<file path="src/rtl/tbase_pkg.sv">
package tbase_pkg;

  // Word select encoding shared by control and checker
  localparam logic SEL_LO = 1'b0;
  localparam logic SEL_HI = 1'b1;

  // Number of separately addressable words in the counter
  localparam int NUM_WORDS = 2;

  // Strobes from control to datapath
  typedef struct packed {
    logic tick;    // advance the count this cycle
    logic loadLo;  // replace lower word with write data
    logic loadHi;  // replace upper word with write data
  } tbStrobe_t;

endpackage

</file>
<file path="src/rtl/tbase_ctrl.sv">
module tbase_ctrl
  import tbase_pkg::*;
(
  input  logic      rstN,
  input  logic      tickEn,
  input  logic      wrEn,
  input  logic      accSel,
  input  logic      supervisor,
  output tbStrobe_t strb
);

  logic accepted;

  // A write is accepted only outside reset and with supervisor privilege
  assign accepted = rstN && wrEn && supervisor;

  always_comb begin
    strb        = '0;
    strb.tick   = rstN && tickEn;
    strb.loadLo = accepted && (accSel == SEL_LO);
    strb.loadHi = accepted && (accSel == SEL_HI);
  end

endmodule

</file>
<file path="src/rtl/tbase_datapath.sv">
module tbase_datapath
  import tbase_pkg::*;
#(
  parameter int HALF_W = 32
) (
  input  logic              clk,
  input  tbStrobe_t         strb,
  input  logic [HALF_W-1:0] wrData,
  output logic [HALF_W-1:0] cntLo,
  output logic [HALF_W-1:0] cntHi
);

  localparam int NW = NUM_WORDS;

  logic [NW-1:0]             load;
  logic [NW:0]               carry;
  logic [NW-1:0][HALF_W-1:0] word;

  assign load[0]  = strb.loadLo;
  assign load[1]  = strb.loadHi;
  assign carry[0] = strb.tick;

  // One register per word; carry ripples from each word's old value
  for (genvar i = 0; i < NW; i++) begin : g_word
    assign carry[i+1] = carry[i] && (word[i] == {HALF_W{1'b1}});

    always_ff @(posedge clk) begin
      if (load[i]) begin
        word[i] <= wrData;
      end else if (carry[i]) begin
        word[i] <= word[i] + {{(HALF_W-1){1'b0}}, 1'b1};
      end
    end
  end

  assign cntLo = word[0];
  assign cntHi = word[1];

endmodule

</file>
<file path="src/rtl/timebase64.sv">
module timebase64
  import tbase_pkg::*;
#(
  parameter int HALF_W = 32
) (
  input  logic              clk,
  input  logic              rstN,
  input  logic              tickEn,
  input  logic              wrEn,
  input  logic              accSel,
  input  logic              supervisor,
  input  logic [HALF_W-1:0] wrData,
  output logic [HALF_W-1:0] rdData,
  output logic [HALF_W-1:0] cntLo,
  output logic [HALF_W-1:0] cntHi
);

  tbStrobe_t strb;

  tbase_ctrl u_ctrl (
    .rstN       (rstN),
    .tickEn     (tickEn),
    .wrEn       (wrEn),
    .accSel     (accSel),
    .supervisor (supervisor),
    .strb       (strb)
  );

  tbase_datapath #(.HALF_W(HALF_W)) u_dp (
    .clk    (clk),
    .strb   (strb),
    .wrData (wrData),
    .cntLo  (cntLo),
    .cntHi  (cntHi)
  );

  // Reads need no privilege and no clock
  assign rdData = (accSel == SEL_HI) ? cntHi : cntLo;

endmodule

</file>
<file path="config.mk">
export PLATFORM = sky130hd
export DESIGN_NAME = timebase64
export DESIGN_NICKNAME = d
export VERILOG_FILES = /design/src/rtl/tbase_pkg.sv /design/src/rtl/tbase_ctrl.sv /design/src/rtl/tbase_datapath.sv /design/src/rtl/timebase64.sv
export SDC_FILE = /design/constraint.sdc
export NUM_CORES = 1
export LEC_CHECK = 0
export BUFFER_PORTS_ARGS = -buffer_cell sky130_fd_sc_hd__buf_2
export CAP_MARGIN = 20
export CORE_ASPECT_RATIO = 1.2
export CORE_MARGIN = 10
export CORE_UTILIZATION = 50
export CTS_BUF_LIST = sky130_fd_sc_hd__clkbuf_8
export DETAILED_ROUTE_END_ITERATION = 7
export PLACE_DENSITY_LB_ADDON = 0.25
export SETUP_SLACK_MARGIN = 0.2
export SYNTH_ARGS = -nofsm -noshare
export SYNTH_HDL_FRONTEND = slang
export SYNTH_SLANG_ARGS = --single-unit
</file>
<file path="constraint.sdc">
create_clock -name clk -period 5.7 [get_ports clk]
set_input_delay 0.855 -clock clk [delete_from_list [all_inputs] [get_ports clk]]
set_output_delay 0.855 -clock clk [all_outputs]
set_load 0.02 [all_outputs]
</file>
==> run_results.csv <==
group,metric,value,unit
outcome,status,"complete, no violations",
timing,grt_setup_unrepaired,"no",
cts,cts_sinks,64,
die,die-area,12500,sq um
synth,yosys_warnings,0,
setup_path,crit_slowest_cell,"or4_4",
setup_path,crit_family,"simple AND/OR/NAND/NOR gates",
drt,routedWlPerCell,17.9,microns
finish,filler_cell_count,702,
setup_path,worstPathArrival,3.01,ns
drt,vias,3798,
power_and_ir_drop,power.total,1250,uW
timing,hold_viol_final,0,
global_routing,track_usage,0.187,
setup_path,worstSetupStartpoint,"u_dp.cntLo[0]$_DFFE_PP_",
cts,cts.path.max_buffers,2,
global_routing,grt_pass1_wl,19300,microns
die,die_h,121,microns
hold_path,hold_path.startpoint,"u_dp.cntHi[0]$_DFFE_PP_",
hold_path,hold_depth,1,
synth,synth_nets,476,
timing,fin_crit_sh,0.529,
die,start_util,0.516,
run,cap_violations,0,
drt,via_per_inst,5.57,
timing,finalSetupViolCount,0,
finish,diodes,0,
power_and_ir_drop,leakage,0.00199,uW
power_and_ir_drop,powerDensity,238,nW/um^2
cts,clkTransAtPathRegs,0.07,ns
timing,maxSlewHeadroom,0.441,
drt,drc_errors,0,
setup_path,worstSetupPathType,"reg -> reg",
timing,post-route-min-period,3.02,ns
drt,ant_nets,0,
finish,layout_common_cells,"buf_2 (133), edfxtp_1 (64), nand2_1 (54), nor2_1 (45), xnor2_1 (34)",
timing,setup-tns-final,0,ns
power_and_ir_drop,vdd_drop_max,0.149,mV
synth,synth_top_area_frac,0.455,
finish,area_growth,24.6,%
synth,synth_top_area_cell,"edfxtp_1",
cts,numCtsBuffers,9,
placement,place_hpwl,9030,microns
global_routing,grt_max_degree,67,
hold_path,min_path_type,"reg -> reg",
synth,yosysUniqueCellTypes,32,
die,core_region_area,8200,sq um
timing,hold_slack,0.699,ns
setup_path,cp.depth,6,
drt,firstDrtPassIters,5,
synth,synth_seq_cells,64,
global_routing,antenna_found_initial,0,
cts,clockRootBuffer,"clkbuf_8",
cts,hold_buffers,0,
timing,clock_skew,0.0107,ns
setup_path,crit_buf_inv,1,
synth,synth.area.top_cells,"edfxtp_1 (45%), mux2_2 (8.5%), xnor2_1 (7.0%), xor2_1 (5.2%), nand2_1 (4.8%)",
setup_path,rr_startpoint,"u_dp.cntLo[0]$_DFFE_PP_",
cts,cts_tree,"done",
placement,globalplace.congestion,0.854,
synth,netlist_instances,436,
synth,postSynthAreaPerCell,9.69,sq um
finish,layout.nets,603,
timing,tightest_slew,0.838,ns
placement,place.port_buffers,133,
cts,ctsResizeCount,0,
global_routing,grt_pass1_vias,3830,
synth,ys_seq_area_frac,0.455,
setup_path,crit_fanout,29,
finish,layout-drive-gt1-share,0.347,
synth,synth_area,4230,sq um
setup_path,cpPeakStageDelay,0.60,ns
drt,finalWirelength,12200,microns
setup_path,setup.worst_path.end_class,"register",
drt,first_iter_violations,202,
cts,cts_htree_levels,3,
cts,post_cts_buffers,0,
die,die_w,104,microns
setup_path,rr_worst_depth,6,
die,pin_count,134,
setup_path,start_kind,"register",
setup_path,critPathRequiredTime,5.69,ns
cts,clk_latency,0.34,ns
global_routing,overflow,0,
timing,clock.fmax,332,MHz
finish,final_common_cell,"buf_2",
timing,drv_slew,0,
die,num_rows,36,
setup_path,crit_chain,"ha_1 > and4_1 > nand3_2 > or4_4 > o41ai_4 > buf_4",
per-stage QoR:
stage | cells | instance area, sq um | util | setup slack, ns
6_report | 682 | 5270 | 0.642 | 2.68
5_1_grt | 682 | 5270 | 0.642 | 2.51
4_1_cts | 681 | 5250 | 0.640 | 2.65
3_5_place_dp | 665 | 4990 | 0.608 | 2.59
3_3_place_gp | 665 | 4990 | 0.608 | 2.62
2_1_floorplan | 436 | 4230 | - | 1.62
synthesized netlist by cell type:
library cell and instances:
nor3_4 1, nand2_1 54, o21ai_1 1, xor2_1 25, mux2_2 32, buf_6 1
clkbuf_1 16, nor3_2 3, nand3_1 24, a21o_1 1, nor4_1 3, buf_2 2
ha_1 2, or4_4 1, nor2_1 46, nor4b_1 1, nand3_2 2, inv_1 7
and3_1 13, edfxtp_1 64, or3_1 3, nand4_2 1, a21oi_1 30, buf_1 2
nor4_2 2, nand4_1 15, and4_1 4, xnor2_1 34, o21ai_0 33, nor4_4 1
o41ai_2 1, nor3_1 11
power by group:
group	internal [uW]	switching (uW)	leakage, uW
registers	542	29.1	0.000594
logic	66.6	105	0.00127
clock network	332	179	0.000131
total	941	313	0.00199
routing by layer:
layer	vias to the layer above	global-route usage	wire length (microns)
met3	12	0.0664	1050
met2	170	0.323	6060
met4	0	0.0601	116
li1	1826	-	-
met5	-	0	0
met1	1790	0.211	4970
sequential cells by signal, summed over array words and instances (netlist names):
register,flops
u_dp.cntLo,32
u_dp.cntHi,32
final timing paths:
path / to / slack [ns]
setup / recovery: u_dp.cntHi[4]$_DFFE_PP_ / 2.68
hold reg to reg: u_dp.cntHi[0]$_DFFE_PP_ / 0.70
hold / removal: u_dp.cntHi[0]$_DFFE_PP_ / 0.70
setup reg to reg: u_dp.cntHi[4]$_DFFE_PP_ / 2.68
kinds of logic after synthesis:
| group | after synthesis | share of synthesized area |
|---|---|---|
| AO/OA/AOI/OAI | 66 | 0.0814 |
| XOR/XNOR | 59 | 0.122 |
| adder cells (fa/ha/maj) | 2 | 0.00592 |
| buffers and inverters | 28 | 0.0272 |
| flip-flops | 64 | 0.455 |
| multiplexers | 32 | 0.0853 |
| AND/OR/NAND/NOR | 185 | 0.223 |
layout make-up:
| type | count | area [sq um] | area share |
|---|---|---|---|
| clock buffer | 9 | 124 | 0.0235 |
| tap | 114 | 143 | 0.0271 |
| sequential | 64 | 1920 | 0.365 |
| multi-input combinational | 344 | 2210 | 0.419 |
| inverter | 7 | 26.3 | 0.00499 |
| timing repair buffer | 137 | 708 | 0.135 |
| clock inverter | 7 | 134 | 0.0254 |
Power figures use the tool's default switching activity.
